===== src/rtl/i2cf_pkg.sv =====
package i2cf_pkg;
  // Single-cycle event strobes derived from the SCL edge position.
  typedef struct packed {
    logic addr_edge;   // 8th edge of the first byte
    logic first_ack;   // 9th edge of the first byte
    logic any_ack;     // 9th edge of any byte
    logic byte_start;  // 1st edge of any byte
  } scl_evt_t;
endpackage


===== src/rtl/i2cf_bit_tracker.sv =====
module i2cf_bit_tracker
  import i2cf_pkg::*;
#(
  parameter int BITS  = 8,
  parameter int CNT_W = 4
) (
  input  logic     clk,
  input  logic     rst,
  input  logic     en_i,
  input  logic     scl_i,
  input  logic     start_det_i,
  input  logic     stop_det_i,
  output scl_evt_t evt_o
);
  localparam int ACK_N = BITS + 1;
  localparam logic [CNT_W-1:0] ACK_POS  = CNT_W'(ACK_N);
  localparam logic [CNT_W-1:0] ADDR_POS = CNT_W'(BITS);
  localparam logic [CNT_W-1:0] ONE      = CNT_W'(1);

  logic             scl_q;
  logic             first_q;
  logic [CNT_W-1:0] cnt_q;
  logic [CNT_W-1:0] nth;
  logic             rise;

  assign rise = scl_i & ~scl_q;
  // Position number of the edge being seen now (wraps after the 9th).
  assign nth  = (cnt_q == ACK_POS) ? ONE : cnt_q + ONE;

  always_ff @(posedge clk) begin
    if (rst) scl_q <= 1'b1;
    else     scl_q <= scl_i;
  end

  always_ff @(posedge clk) begin
    if (rst || !en_i || start_det_i || stop_det_i) cnt_q <= '0;
    else if (rise)                                  cnt_q <= nth;
  end

  always_ff @(posedge clk) begin
    if (rst || !en_i || stop_det_i)   first_q <= 1'b0;
    else if (start_det_i)             first_q <= 1'b1;
    else if (rise && nth == ACK_POS)  first_q <= 1'b0;
  end

  always_comb begin
    evt_o.addr_edge  = rise & first_q & (nth == ADDR_POS);
    evt_o.first_ack  = rise & first_q & (nth == ACK_POS);
    evt_o.any_ack    = rise & (nth == ACK_POS);
    evt_o.byte_start = rise & (nth == ONE);
  end
endmodule


===== src/rtl/i2cf_addr_match.sv =====
module i2cf_addr_match #(
  parameter int ADDR_W = 7
) (
  input  logic              clk,
  input  logic              rst,
  input  logic              en_i,
  input  logic              master_i,
  input  logic              addr_edge_i,
  input  logic              start_det_i,
  input  logic              stop_det_i,
  input  logic              rel_i,
  input  logic [ADDR_W-1:0] rx_addr_i,
  input  logic [ADDR_W-1:0] own_addr_i,
  output logic              match_o
);
  logic clr, set;

  assign clr = rst | ~en_i | start_det_i | stop_det_i | rel_i;
  assign set = addr_edge_i & ~master_i & (rx_addr_i == own_addr_i);

  always_ff @(posedge clk) begin
    if (clr)      match_o <= 1'b0;
    else if (set) match_o <= 1'b1;
  end
endmodule


===== src/rtl/i2cf_dir_flag.sv =====
module i2cf_dir_flag (
  input  logic clk,
  input  logic rst,
  input  logic en_i,
  input  logic master_i,
  input  logic first_ack_i,
  input  logic dir_bit_i,
  input  logic match_i,
  input  logic start_det_i,
  input  logic start_gen_i,
  input  logic stop_det_i,
  input  logic rel_i,
  input  logic wrel_i,
  input  logic arb_lost_i,
  output logic trc_o
);
  logic arb_q;
  logic arb_rise;
  logic role_clr, clr, set;

  always_ff @(posedge clk) begin
    if (rst) arb_q <= 1'b0;
    else     arb_q <= arb_lost_i;
  end
  assign arb_rise = arb_lost_i & ~arb_q;

  // Role-specific clear: master on its own start, slave on a seen start
  // or when the first byte ends without an address hit.
  assign role_clr = master_i ? start_gen_i
                             : (start_det_i | (first_ack_i & ~match_i));
  assign clr = rst | ~en_i | stop_det_i | rel_i | wrel_i | arb_rise | role_clr;
  assign set = first_ack_i & (master_i ? ~dir_bit_i : (match_i & dir_bit_i));

  always_ff @(posedge clk) begin
    if (clr)      trc_o <= 1'b0;
    else if (set) trc_o <= 1'b1;
  end
endmodule


===== src/rtl/i2cf_ack_flag.sv =====
module i2cf_ack_flag (
  input  logic clk,
  input  logic rst,
  input  logic en_i,
  input  logic any_ack_i,
  input  logic byte_start_i,
  input  logic sda_i,
  input  logic stop_det_i,
  input  logic rel_i,
  output logic ackd_o
);
  logic clr, set;

  assign clr = rst | ~en_i | stop_det_i | rel_i | byte_start_i;
  assign set = any_ack_i & ~sda_i;

  always_ff @(posedge clk) begin
    if (clr)      ackd_o <= 1'b0;
    else if (set) ackd_o <= 1'b1;
  end
endmodule


===== src/rtl/i2c_xfer_status.sv =====
module i2c_xfer_status
  import i2cf_pkg::*;
#(
  parameter int ADDR_W = 7,
  parameter int BITS   = ADDR_W + 1,
  parameter int CNT_W  = $clog2(BITS + 2)
) (
  input  logic              clk,
  input  logic              rst,
  input  logic              en_i,
  input  logic              master_i,
  input  logic              scl_i,
  input  logic              sda_i,
  input  logic              start_det_i,
  input  logic              stop_det_i,
  input  logic              start_gen_i,
  input  logic              rel_i,
  input  logic              wrel_i,
  input  logic              arb_lost_i,
  input  logic [ADDR_W-1:0] own_addr_i,
  input  logic [ADDR_W:0]   byte_i,
  output logic              match_o,
  output logic              trc_o,
  output logic              ackd_o,
  output logic              sda_oe_o
);
  scl_evt_t evt;

  i2cf_bit_tracker #(.BITS(BITS), .CNT_W(CNT_W)) tracker_i (
    .clk         (clk),
    .rst         (rst),
    .en_i        (en_i),
    .scl_i       (scl_i),
    .start_det_i (start_det_i),
    .stop_det_i  (stop_det_i),
    .evt_o       (evt)
  );

  i2cf_addr_match #(.ADDR_W(ADDR_W)) match_i (
    .clk         (clk),
    .rst         (rst),
    .en_i        (en_i),
    .master_i    (master_i),
    .addr_edge_i (evt.addr_edge),
    .start_det_i (start_det_i),
    .stop_det_i  (stop_det_i),
    .rel_i       (rel_i),
    .rx_addr_i   (byte_i[ADDR_W:1]),
    .own_addr_i  (own_addr_i),
    .match_o     (match_o)
  );

  i2cf_dir_flag dir_i (
    .clk         (clk),
    .rst         (rst),
    .en_i        (en_i),
    .master_i    (master_i),
    .first_ack_i (evt.first_ack),
    .dir_bit_i   (byte_i[0]),
    .match_i     (match_o),
    .start_det_i (start_det_i),
    .start_gen_i (start_gen_i),
    .stop_det_i  (stop_det_i),
    .rel_i       (rel_i),
    .wrel_i      (wrel_i),
    .arb_lost_i  (arb_lost_i),
    .trc_o       (trc_o)
  );

  i2cf_ack_flag ack_i (
    .clk          (clk),
    .rst          (rst),
    .en_i         (en_i),
    .any_ack_i    (evt.any_ack),
    .byte_start_i (evt.byte_start),
    .sda_i        (sda_i),
    .stop_det_i   (stop_det_i),
    .rel_i        (rel_i),
    .ackd_o       (ackd_o)
  );

  // Driver enable follows the registered transmit flag.
  assign sda_oe_o = trc_o;
endmodule


===== config.mk =====
export PLATFORM = sky130hd
export DESIGN_NAME = i2c_xfer_status
export DESIGN_NICKNAME = d
export VERILOG_FILES = /design/src/rtl/i2cf_pkg.sv /design/src/rtl/i2cf_bit_tracker.sv /design/src/rtl/i2cf_addr_match.sv /design/src/rtl/i2cf_dir_flag.sv /design/src/rtl/i2cf_ack_flag.sv /design/src/rtl/i2c_xfer_status.sv
export SDC_FILE = /design/constraint.sdc
export NUM_CORES = 1
export LEC_CHECK = 0
export BUFFER_PORTS_ARGS = -buffer_cell sky130_fd_sc_hd__buf_2
export CORE_AREA = 2 2 42 44
export CTS_CLUSTER_DIAMETER = 60
export DETAILED_ROUTE_END_ITERATION = 10
export DIE_AREA = 0 0 44 46
export GPL_TIMING_DRIVEN = 0
export HOLD_SLACK_MARGIN = 0.05
export PLACE_DENSITY = 0.71
export SYNTH_ARGS = -nofsm -noshare
export SYNTH_HDL_FRONTEND = slang
export SYNTH_SLANG_ARGS = --single-unit

===== constraint.sdc =====
create_clock -name clk -period 1.49 [get_ports clk]
set_clock_uncertainty 0.15 [all_clocks]
set_input_delay 0.149 -clock clk [delete_from_list [all_inputs] [get_ports clk]]
set_output_delay 0.149 -clock clk [all_outputs]
set_load 0.05 [all_outputs]

==> results of run 1 <==
worst max-delay path: cells and delay by family (launching register included):
family           cells  cell delay, ps
AO/OA/AOI/OAI        1             150
flip-flops           1             320
AND/OR/NAND/NOR      3             780
registers in the layout, summed over array words and instances (netlist names):
signal             flops
ack_i.ackd_o           1
tracker_i.scl_q        1
dir_i.trc_o            1
tracker_i.first_q      1
tracker_i.cnt_q        4
dir_i.arb_q            1
match_i.match_o        1
synth_stat cells, drive strengths merged:
library cell,number,share of area
dfxtp,10,0.35
a21oi,7,0.061
xor2,7,0.11
o21ai,6,0.052
nor2,5,0.033
inv,4,0.026
nand3b,4,0.052
nor2b,4,0.044
nor3,3,0.026
a31oi,2,0.022
and2b,2,0.028
nor4,2,0.022
or2,2,0.022
a21boi,1,0.013
buf,1,0.013
mux2i,1,0.017
nand2b,1,0.024
nor3b,1,0.013
o2111ai,1,0.026
or3,1,0.011
or3b,1,0.015
or4b,1,0.024
kinds of logic (layout without fill, tap and decap cells):
kind of cell,Yosys count,count (layout),synth area share
mux,1,1,0.01743
xor+xnor,7,7,0.1068
compound gates,17,17,0.1743
buf+inv,5,49,0.03921
flops,10,10,0.3486
simple gates,27,27,0.3137
worst max-delay path by stage:
stage,to,slack (ps),depth (start not counted),startpoint
3_5_place_dp,dir_i.trc_o,-60,4,tracker_i.cnt_q[1]
3_3_place_gp,dir_i.trc_o,-40,4,tracker_i.cnt_q[1]
4_1_cts,dir_i.trc_o,-20,4,tracker_i.cnt_q[2]
6_report,dir_i.trc_o,-20,4,tracker_i.cnt_q[2]
2_1_floorplan,dir_i.trc_o,20,4,tracker_i.cnt_q[2]
5_1_grt,ack_i.ackd_o,-80,5,tracker_i.cnt_q[2]
power by group through the flow:
stage               Sequential (mW)  Combinational (mW)  Clock (mW)
floorplan                     0.279              0.0305           0
global placement              0.279              0.0721           0
detailed placement            0.279              0.0744           0
CTS                           0.273              0.0938       0.196
global route                  0.274               0.105       0.215
finish                        0.273              0.0946       0.196
repair_timing:
item / 4_1_cts / 5_1_grt
endpoints found under the hold margin: 6 / 1
endpoints found under the setup margin: 2 / 4
gates resized for setup: 3 / 2
buffers inserted: 2 / 0
pin swaps: 4 / 0
hold buffers: 9 / 1
metal layers:
metal,track usage,up-vias,part of all wire
met5,0,-,0
met4,0.07273,0,0.013
met3,0.07143,2,0.045
met2,0.2765,14,0.53
met1,0.1619,297,0.41
li1,-,323,-
cell usage in the layout, fill, tap and decap left out, drive strengths merged:
cell          n
and2b         2
clkbuf        3
dlygate4sd3   9
a21oi         7
nor2          5
nand3b        4
dfxtp        10
mux2i         1
inv           4
nor3b         1
nor3          3
a31oi         2
xor2          7
nor4          2
or3b          1
or3           1
nand2b        1
buf          33
or2           2
o2111ai       1
a21boi        1
o21ai         6
or4b          1
nor2b         4
cell type report:
class | instances | area share
clock buffers | 3 | 0.02560
inverters | 4 | 0.01707
plain buffers | 1 | 0.008535
repair buffers | 41 | 0.2902
well taps | 17 | 0.02418
flip-flops and latches | 10 | 0.2319
multi-input cells | 52 | 0.4026
through the flow:
stage                     setup TNS (ps)  area, um2
after floorplan                        0      574.3
after global placement            -38.54      745.7
after detailed placement          -64.76      745.7
after CTS                         -20.59      875.8
after global routing              -148.5      879.6
final                             -18.97      879.6
==> flow_summary.json, run 1 <==
{
  "grt_start_max_net_pins": 8,
  "cp-end-kind": "flop",
  "grt_pass1_wl_um": 2242,
  "gp_congestion": 0.7213,
  "ff_latch_area_um2": 203.9,
  "final_layout_size_suffix_gt1_frac": 0.4054,
  "placed_cells": 114,
  "ys_types": 25,
  "cts_buffers": 3,
  "drc": 0,
  "status": "finished, violations left",
  "routed_via_density": 4.969,
  "hpwl_um": 1080,
  "p_leak_nw": 0.3914,
  "wl_um": 1497,
  "synth_fp_nets": 94,
  "ios": 31,
  "final.min_clock_period_ps": 1505,
  "critPathRequiredTime_ps": 1510,
  "clock-sinks": 10,
  "synth_cells": 67,
  "slowest_stage": "or4b_4",
  "max-cap-violations": 0,
  "min_delay_path_depth": 4,
  "final_nets": 140,
  "ys_seq_elements": 10,
  "final-setup-viol-count": 2,
  "clk_pin_slew_ps": 70,
  "insertion_delay_ps": 280,
  "fin_ws_ps": -15.18,
  "die_x_um": 44,
  "clock_path_buffers": 2,
  "startpoint_type": "flop",
  "numPortBuffers": 30,
  "root_buffer": "clkbuf_4",
  "finalMaxSlewViolations": 0,
  "cts-htree-levels": 1,
  "rows": 15,
  "internal_power_mw": 0.4246,
  "rr_startpoint": "tracker_i.cnt_q[2]",
  "arrival_ps": 1530,
  "max_slew_margin": 0.8375,
  "ys_seq_area_frac": 0.3486,
  "p_sw_mw": 0.1396,
  "reg2reg_depth": 4,
  "initial_core_util": 0.3558,
  "pwr-share-comb": 0.168,
  "grt_pass1_vias": 575,
  "hold_path_startpoint": "master_i",
  "r2r-end": "dir_i.trc_o",
  "worstMarginPinSlew_ps": 241.5,
  "grt-ovfl-total": 0,
  "antenna_cells": 0,
  "design.core.area_mm2": 0.001614,
  "drtAntennaViolNets": 0,
  "finalHoldViolCount": 0,
  "critical_path_class": "reg2reg",
  "swShare": 0.2474,
  "rsz0062_at_grt": "yes",
  "cts_tree": "done",
  "clockPowerShare": 0.348,
  "hold_class": "in2reg",
  "die_y_um": 46,
  "multi_input_area_um2": 354.1,
  "violations": "setup timing",
  "synth.cell_area_um2": 574.3,
  "cellPowerDensity_mw_per_mm2": 641.4,
  "fin_crit_sh": 1.010,
  "drtIter0Drc": 6,
  "whs_endpoint": "dir_i.trc_o",
  "fmaxAchievable_mhz": 664.4,
  "dieArea_mm2": 0.002024,
  "grt_antenna_before_repair": 0,
  "yosys_warnings": 0,
  "drtPass1Iterations": 3,
  "irDropWorstVdd_uv": 495.2,
  "syn_to_final_growth_pct": 53.16,
  "ff2ff_setup_slack_ps": -20,
  "critPathMaxFanout": 3,
  "pre_cts_ws_ps": -64.76,
  "fillers": 159,
  "crit_chain": "or4b_4 -> nand2b_4 -> o2111ai_2 -> nor2_1",
  "slowest_delay_ps": 540,
  "track_usage": 0.1584,
  "seqPwrFrac": 0.485,
  "hold_slack_ps": 80.43,
  "power_mw": 0.5642,
  "via_count": 636,
  "stdcell_count": 128,
  "syn_area_per_cell_um2": 8.572,
  "post_drt_wl_per_cell_um": 11.70,
  "fin_util": 0.5450
}
(Power assumes the default switching activity.)
==> run 2, diff against run 1 <==
==> constraint.sdc (replaced) <==
create_clock -name clk -period 1.49 [get_ports clk]
set_clock_uncertainty 0.15 [all_clocks]
set_input_delay 0.2235 -clock clk [delete_from_list [all_inputs] [get_ports clk]]
set_output_delay 0.2235 -clock clk [all_outputs]
set_load 0.05 [all_outputs]
==> flow_summary.json, run 2 (same netlist as run 1, synthesis figures left out) <==
{
  "post_drt_wl_per_cell_um": 11.42,
  "clock_path_buffers": 2,
  "pwr-share-comb": 0.156,
  "final.min_clock_period_ps": 1502,
  "design.core.area_mm2": 0.001614,
  "dpl_cell_area_um2": 745.7,
  "largest_reg_flops": 4,
  "cts_buffers": 3,
  "track_usage": 0.1485,
  "cp-end-kind": "flop",
  "final-setup-viol-count": 1,
  "routed_via_density": 4.968,
  "critPathRequiredTime_ps": 1510,
  "hpwl_um": 1080,
  "fmaxAchievable_mhz": 665.8,
  "arrival_ps": 1520,
  "most-common-layout-cells": "buf_2, a21oi_1, xor2_1, dfxtp_1, dlygate4sd3_1",
  "top_usage_layer": "met2",
  "grt_antenna_before_repair": 0,
  "final_nets": 136,
  "use_met2": 0.2441,
  "path_delay_family": "simple AND/OR/NAND/NOR gates",
  "use_met3": 0.07143,
  "drc": 0,
  "finalMaxSlewViolations": 0,
  "numPortBuffers": 30,
  "drtPass1Iterations": 3,
  "rsz0062_at_grt": "yes",
  "die_y_um": 46,
  "initial_core_util": 0.3558,
  "grt-ovfl-total": 0,
  "dieArea_mm2": 0.002024,
  "irDropWorstVdd_uv": 494.7,
  "drtAntennaViolNets": 0,
  "ios": 31,
  "grt_pass1_vias": 534,
  "swShare": 0.2480,
  "mostFrequentLayoutCell": "buf_2",
  "critPathBufInv": 0,
  "finalHoldViolCount": 0,
  "root_buffer": "clkbuf_4",
  "clockPowerShare": 0.352,
  "grt_pass1_wl_um": 2090,
  "critical_path_class": "reg2reg",
  "worstMarginPinSlew_ps": 241.5,
  "crit_chain": "or4b_4 -> nand2b_4 -> o2111ai_2 -> nor2_1",
  "critPathMaxFanout": 3,
  "cellPowerDensity_mw_per_mm2": 662.4,
  "fin_crit_sh": 1.008,
  "rows": 15,
  "startpoint_type": "flop",
  "fin_ws_ps": -11.91,
  "stdcell_count": 124,
  "clock-sinks": 10,
  "antenna_cells": 0,
  "internal_power_mw": 0.4182,
  "p_leak_nw": 0.3782,
  "grt_start_max_net_pins": 8,
  "hold_class": "in2reg",
  "status": "finished, violations left",
  "insertion_delay_ps": 280,
  "largest-register": "tracker_i.cnt_q",
  "violations": "setup timing",
  "cts_tree": "done",
  "syn_to_final_growth_pct": 46.19,
  "gp_congestion": 0.7213,
  "seqPwrFrac": 0.492,
  "globalRouteMet1Util": 0.1595,
  "drtIter0Drc": 6,
  "wl_um": 1416,
  "fin_area_um2": 839.6,
  "max-cap-violations": 0,
  "cts-htree-levels": 1,
  "p_sw_mw": 0.1379,
  "placed_cells": 114,
  "via_count": 616,
  "final_layout_size_suffix_gt1_frac": 0.4206,
  "slowest_stage": "or4b_4",
  "max_slew_margin": 0.8375,
  "clk_pin_slew_ps": 70,
  "die_x_um": 44,
  "hold_slack_ps": 63.44,
  "slowest_delay_ps": 540
}
run 2: cell count changes in the layout (fill, tap and decap cells not counted):
cell           delta
dlygate4sd3_1     -4
run 2: cell type report:
class	count	area, um2
fill	160	774.5
buffer	1	7.507
tap	17	21.27
multi-input combinational	52	354.1
sequential	10	203.9
clock buffer	3	22.52
inverter	4	15.01
timing repair buffer	37	215.2
run 2: what timing repair did:
| action | CTS | global route |
|---|---|---|
| endpoints found under the setup margin | 2 | 3 |
| hold endpoints to repair | 4 | 0 |
| hold buffers | 5 | 0 |
| buffers inserted | 2 | 0 |
| pin swaps | 4 | 0 |
| gates resized for setup | 3 | 2 |
run 2: worst paths after layout:
kind	startpoint	end	slack, ps	cells after the start
worst max register to register	tracker_i.cnt_q[2]	dir_i.trc_o	-10	4
worst min-delay path	wrel_i	dir_i.trc_o	60	4
worst max-delay path	tracker_i.cnt_q[2]	dir_i.trc_o	-10	4
worst min register to register	ack_i.ackd_o	ack_i.ackd_o	350	2
run 2: metrics by stage:
stage	setup slack, ps	power, mW	setup TNS [ps]	util
2_1_floorplan	16.65	0.3093	0	-
3_3_place_gp	-38.54	0.3514	-38.54	0.4620
3_5_place_dp	-64.76	0.3539	-64.76	0.4620
4_1_cts	-20.59	0.5564	-20.59	0.5178
5_1_grt	-78.95	0.5856	-148.5	0.5202
6_report	-11.91	0.5561	-11.91	0.5202
run 2: per-layer routing:
layer,vias to the layer above,part of all wire
met2,14,0.51
met1,283,0.42
met5,-,0
li1,317,-
met3,2,0.058
met4,0,0.013
run 2: power groups by stage:
stage                     clock network (mW)  logic, mW  registers, mW
after floorplan                            0     0.0305          0.279
after detailed placement                   0     0.0744          0.279
after global routing                   0.215     0.0961          0.274
final                                  0.196     0.0868          0.273
after global placement                     0     0.0721          0.279
after CTS                              0.196     0.0867          0.273
run 2: tightest hold or removal path, delay by kind of cell:
kind / cells / cell delay, ps
compound gates: 2 / 110
buf+inv: 1 / 80
simple gates: 1 / 40
==> run 3, diff against run 2 <==
--- a/config.mk
+++ b/config.mk
@@ -5,7 +5,7 @@
 export SDC_FILE = /design/constraint.sdc
 export NUM_CORES = 1
 export LEC_CHECK = 0
-export BUFFER_PORTS_ARGS = -buffer_cell sky130_fd_sc_hd__buf_2
+export BUFFER_PORTS_ARGS = -buffer_cell sky130_fd_sc_hd__buf_4
 export CORE_AREA = 2 2 42 44
 export CTS_CLUSTER_DIAMETER = 60
 export DETAILED_ROUTE_END_ITERATION = 10
@@ -13,6 +13,7 @@
 export GPL_TIMING_DRIVEN = 0
 export HOLD_SLACK_MARGIN = 0.05
 export PLACE_DENSITY = 0.71
+export REMOVE_ABC_BUFFERS = 1
 export SYNTH_ARGS = -nofsm -noshare
 export SYNTH_HDL_FRONTEND = slang
 export SYNTH_SLANG_ARGS = --single-unit
==> flow_summary.json, run 3 (same netlist as run 1, synthesis figures left out) <==
{
  "dpl_cell_area_um2": 813.3,
  "clockPowerShare": 0.392,
  "rsz0062_at_grt": "yes",
  "final.min_clock_period_ps": 1507,
  "largest_reg_flops": 4,
  "max_slew_margin": 0.8299,
  "path_delay_family": "simple AND/OR/NAND/NOR gates",
  "swShare": 0.2082,
  "violations": "setup timing",
  "gp_congestion": 0.7966,
  "critical_path_class": "reg2reg",
  "irDropWorstVdd_uv": 490.6,
  "via_count": 587,
  "antenna_cells": 0,
  "ios": 31,
  "clk_pin_slew_ps": 70,
  "final-setup-viol-count": 1,
  "fin_ws_ps": -17.26,
  "p_leak_nw": 0.3942,
  "fillers": 145,
  "drc": 0,
  "clock-sinks": 10,
  "clock_path_buffers": 2,
  "critPathRequiredTime_ps": 1500,
  "insertion_delay_ps": 260,
  "grt_pass1_vias": 528,
  "largest-register": "tracker_i.cnt_q",
  "cp-end-kind": "flop",
  "cellPowerDensity_mw_per_mm2": 677.3,
  "cts_tree": "done",
  "arrival_ps": 1510,
  "track_usage": 0.1470,
  "startpoint_type": "flop",
  "crit_chain": "or4b_4 -> nand2b_4 -> o2111ai_2 -> nor2_1",
  "post_cts_buffers": 0,
  "rows": 15,
  "worstMarginPinSlew_ps": 252.9,
  "p_sw_mw": 0.1284,
  "grt_pass1_wl_um": 2180,
  "design.core.area_mm2": 0.001614,
  "drtAntennaViolNets": 0,
  "ff_latch_area_um2": 206.4,
  "pwr-share-comb": 0.167,
  "slowest_stage": "or4b_4",
  "dieArea_mm2": 0.002024,
  "post_drt_wl_per_cell_um": 10.98,
  "initial_core_util": 0.3558,
  "drtPass1Iterations": 4,
  "final_layout_size_suffix_gt1_frac": 0.4095,
  "internal_power_mw": 0.4885,
  "most-common-layout-cells": "buf_4, a21oi_1, xor2_1, dfxtp_1",
  "hold_class": "in2reg",
  "final_nets": 133,
  "max-cap-violations": 0,
  "routed_via_density": 4.811,
  "grt-ovfl-total": 0,
  "slowest_delay_ps": 540,
  "syn_to_final_growth_pct": 58.61,
  "status": "finished, violations left",
  "fin_util": 0.5643,
  "fmaxAchievable_mhz": 663.5,
  "root_buffer": "clkbuf_4",
  "critPathBufInv": 0,
  "numPortBuffers": 30,
  "die_x_um": 44,
  "wl_um": 1340,
  "multi_input_area_um2": 356.6,
  "fin_crit_sh": 1.012,
  "critPathMaxFanout": 6,
  "drtIter0Drc": 8,
  "seqPwrFrac": 0.440,
  "finalMaxSlewViolations": 0,
  "cts_buffers": 3,
  "grt_start_max_net_pins": 8,
  "die_y_um": 46,
  "mostFrequentLayoutCell": "buf_4",
  "grt_antenna_before_repair": 0,
  "finalHoldViolCount": 0,
  "cts-htree-levels": 1,
  "hpwl_um": 1076,
  "fin_area_um2": 910.9
}
run 3: worst register-to-register path, cell delays in order (launching register included):
cell and delay, ps:
dfxtp_2 340, or4b_4 540, nand2b_4 160, o2111ai_2 160
nor2_1 50
run 3: path summary, 6_finish.rpt:
path | cells past startpoint | slack, ps | from | endpoint
setup / recovery | 4 | -20 | tracker_i.cnt_q[2] | dir_i.trc_o
hold / removal | 4 | 80 | wrel_i | dir_i.trc_o
setup reg to reg | 4 | -20 | tracker_i.cnt_q[2] | dir_i.trc_o
hold reg to reg | 2 | 350 | ack_i.ackd_o | ack_i.ackd_o
run 3: layout make-up:
| type | count | area share |
|---|---|---|
| Tap cell | 17 | 0.02335 |
| Timing Repair Buffer | 35 | 0.3022 |
| Sequential cell | 10 | 0.2266 |
| Clock buffer | 4 | 0.03984 |
| Inverter | 4 | 0.01648 |
| Multi-Input combinational cell | 52 | 0.3915 |
run 3: metrics by stage:
| step | power (mW) | hold slack [ps] | setup TNS [ps] | worst slack (ps) | cells |
|---|---|---|---|---|---|
| floorplan | 0.3092 | 145.1 | -24.86 | -24.86 | 66 |
| finish | 0.6169 | 83.89 | -17.26 | -17.26 | 122 |
| global route | 0.6497 | 90.99 | -166.8 | -85.73 | 122 |
| detailed placement | 0.3727 | 249.6 | -131.8 | -92.60 | 113 |
| global placement | 0.3700 | 244.9 | -124.1 | -87.11 | 113 |
| CTS | 0.6257 | 82.94 | -24.10 | -24.10 | 122 |
run 3: repair_timing:
action                                  CTS  global route
gates resized for setup                   4             1
pin swaps                                 2             0
hold buffers                              5             1
endpoints found under the setup margin    2             5
endpoints found under the hold margin     4             1
run 3: power by group through the flow:
stage / clock network (mW) / logic (mW) / registers [mW]
after floorplan: 0 / 0.0304 / 0.279
after global placement: 0 / 0.0908 / 0.279
after detailed placement: 0 / 0.0932 / 0.279
after CTS: 0.250 / 0.104 / 0.272
after global routing: 0.265 / 0.113 / 0.272
final: 0.242 / 0.103 / 0.272
run 3: per-layer routing:
metal,GRT usage,vias to the layer above,part of all wire
met5,0,-,0
met4,0.01818,0,0
met3,0.06349,0,0.082
met2,0.2618,26,0.51
met1,0.1671,251,0.41
li1,-,310,-
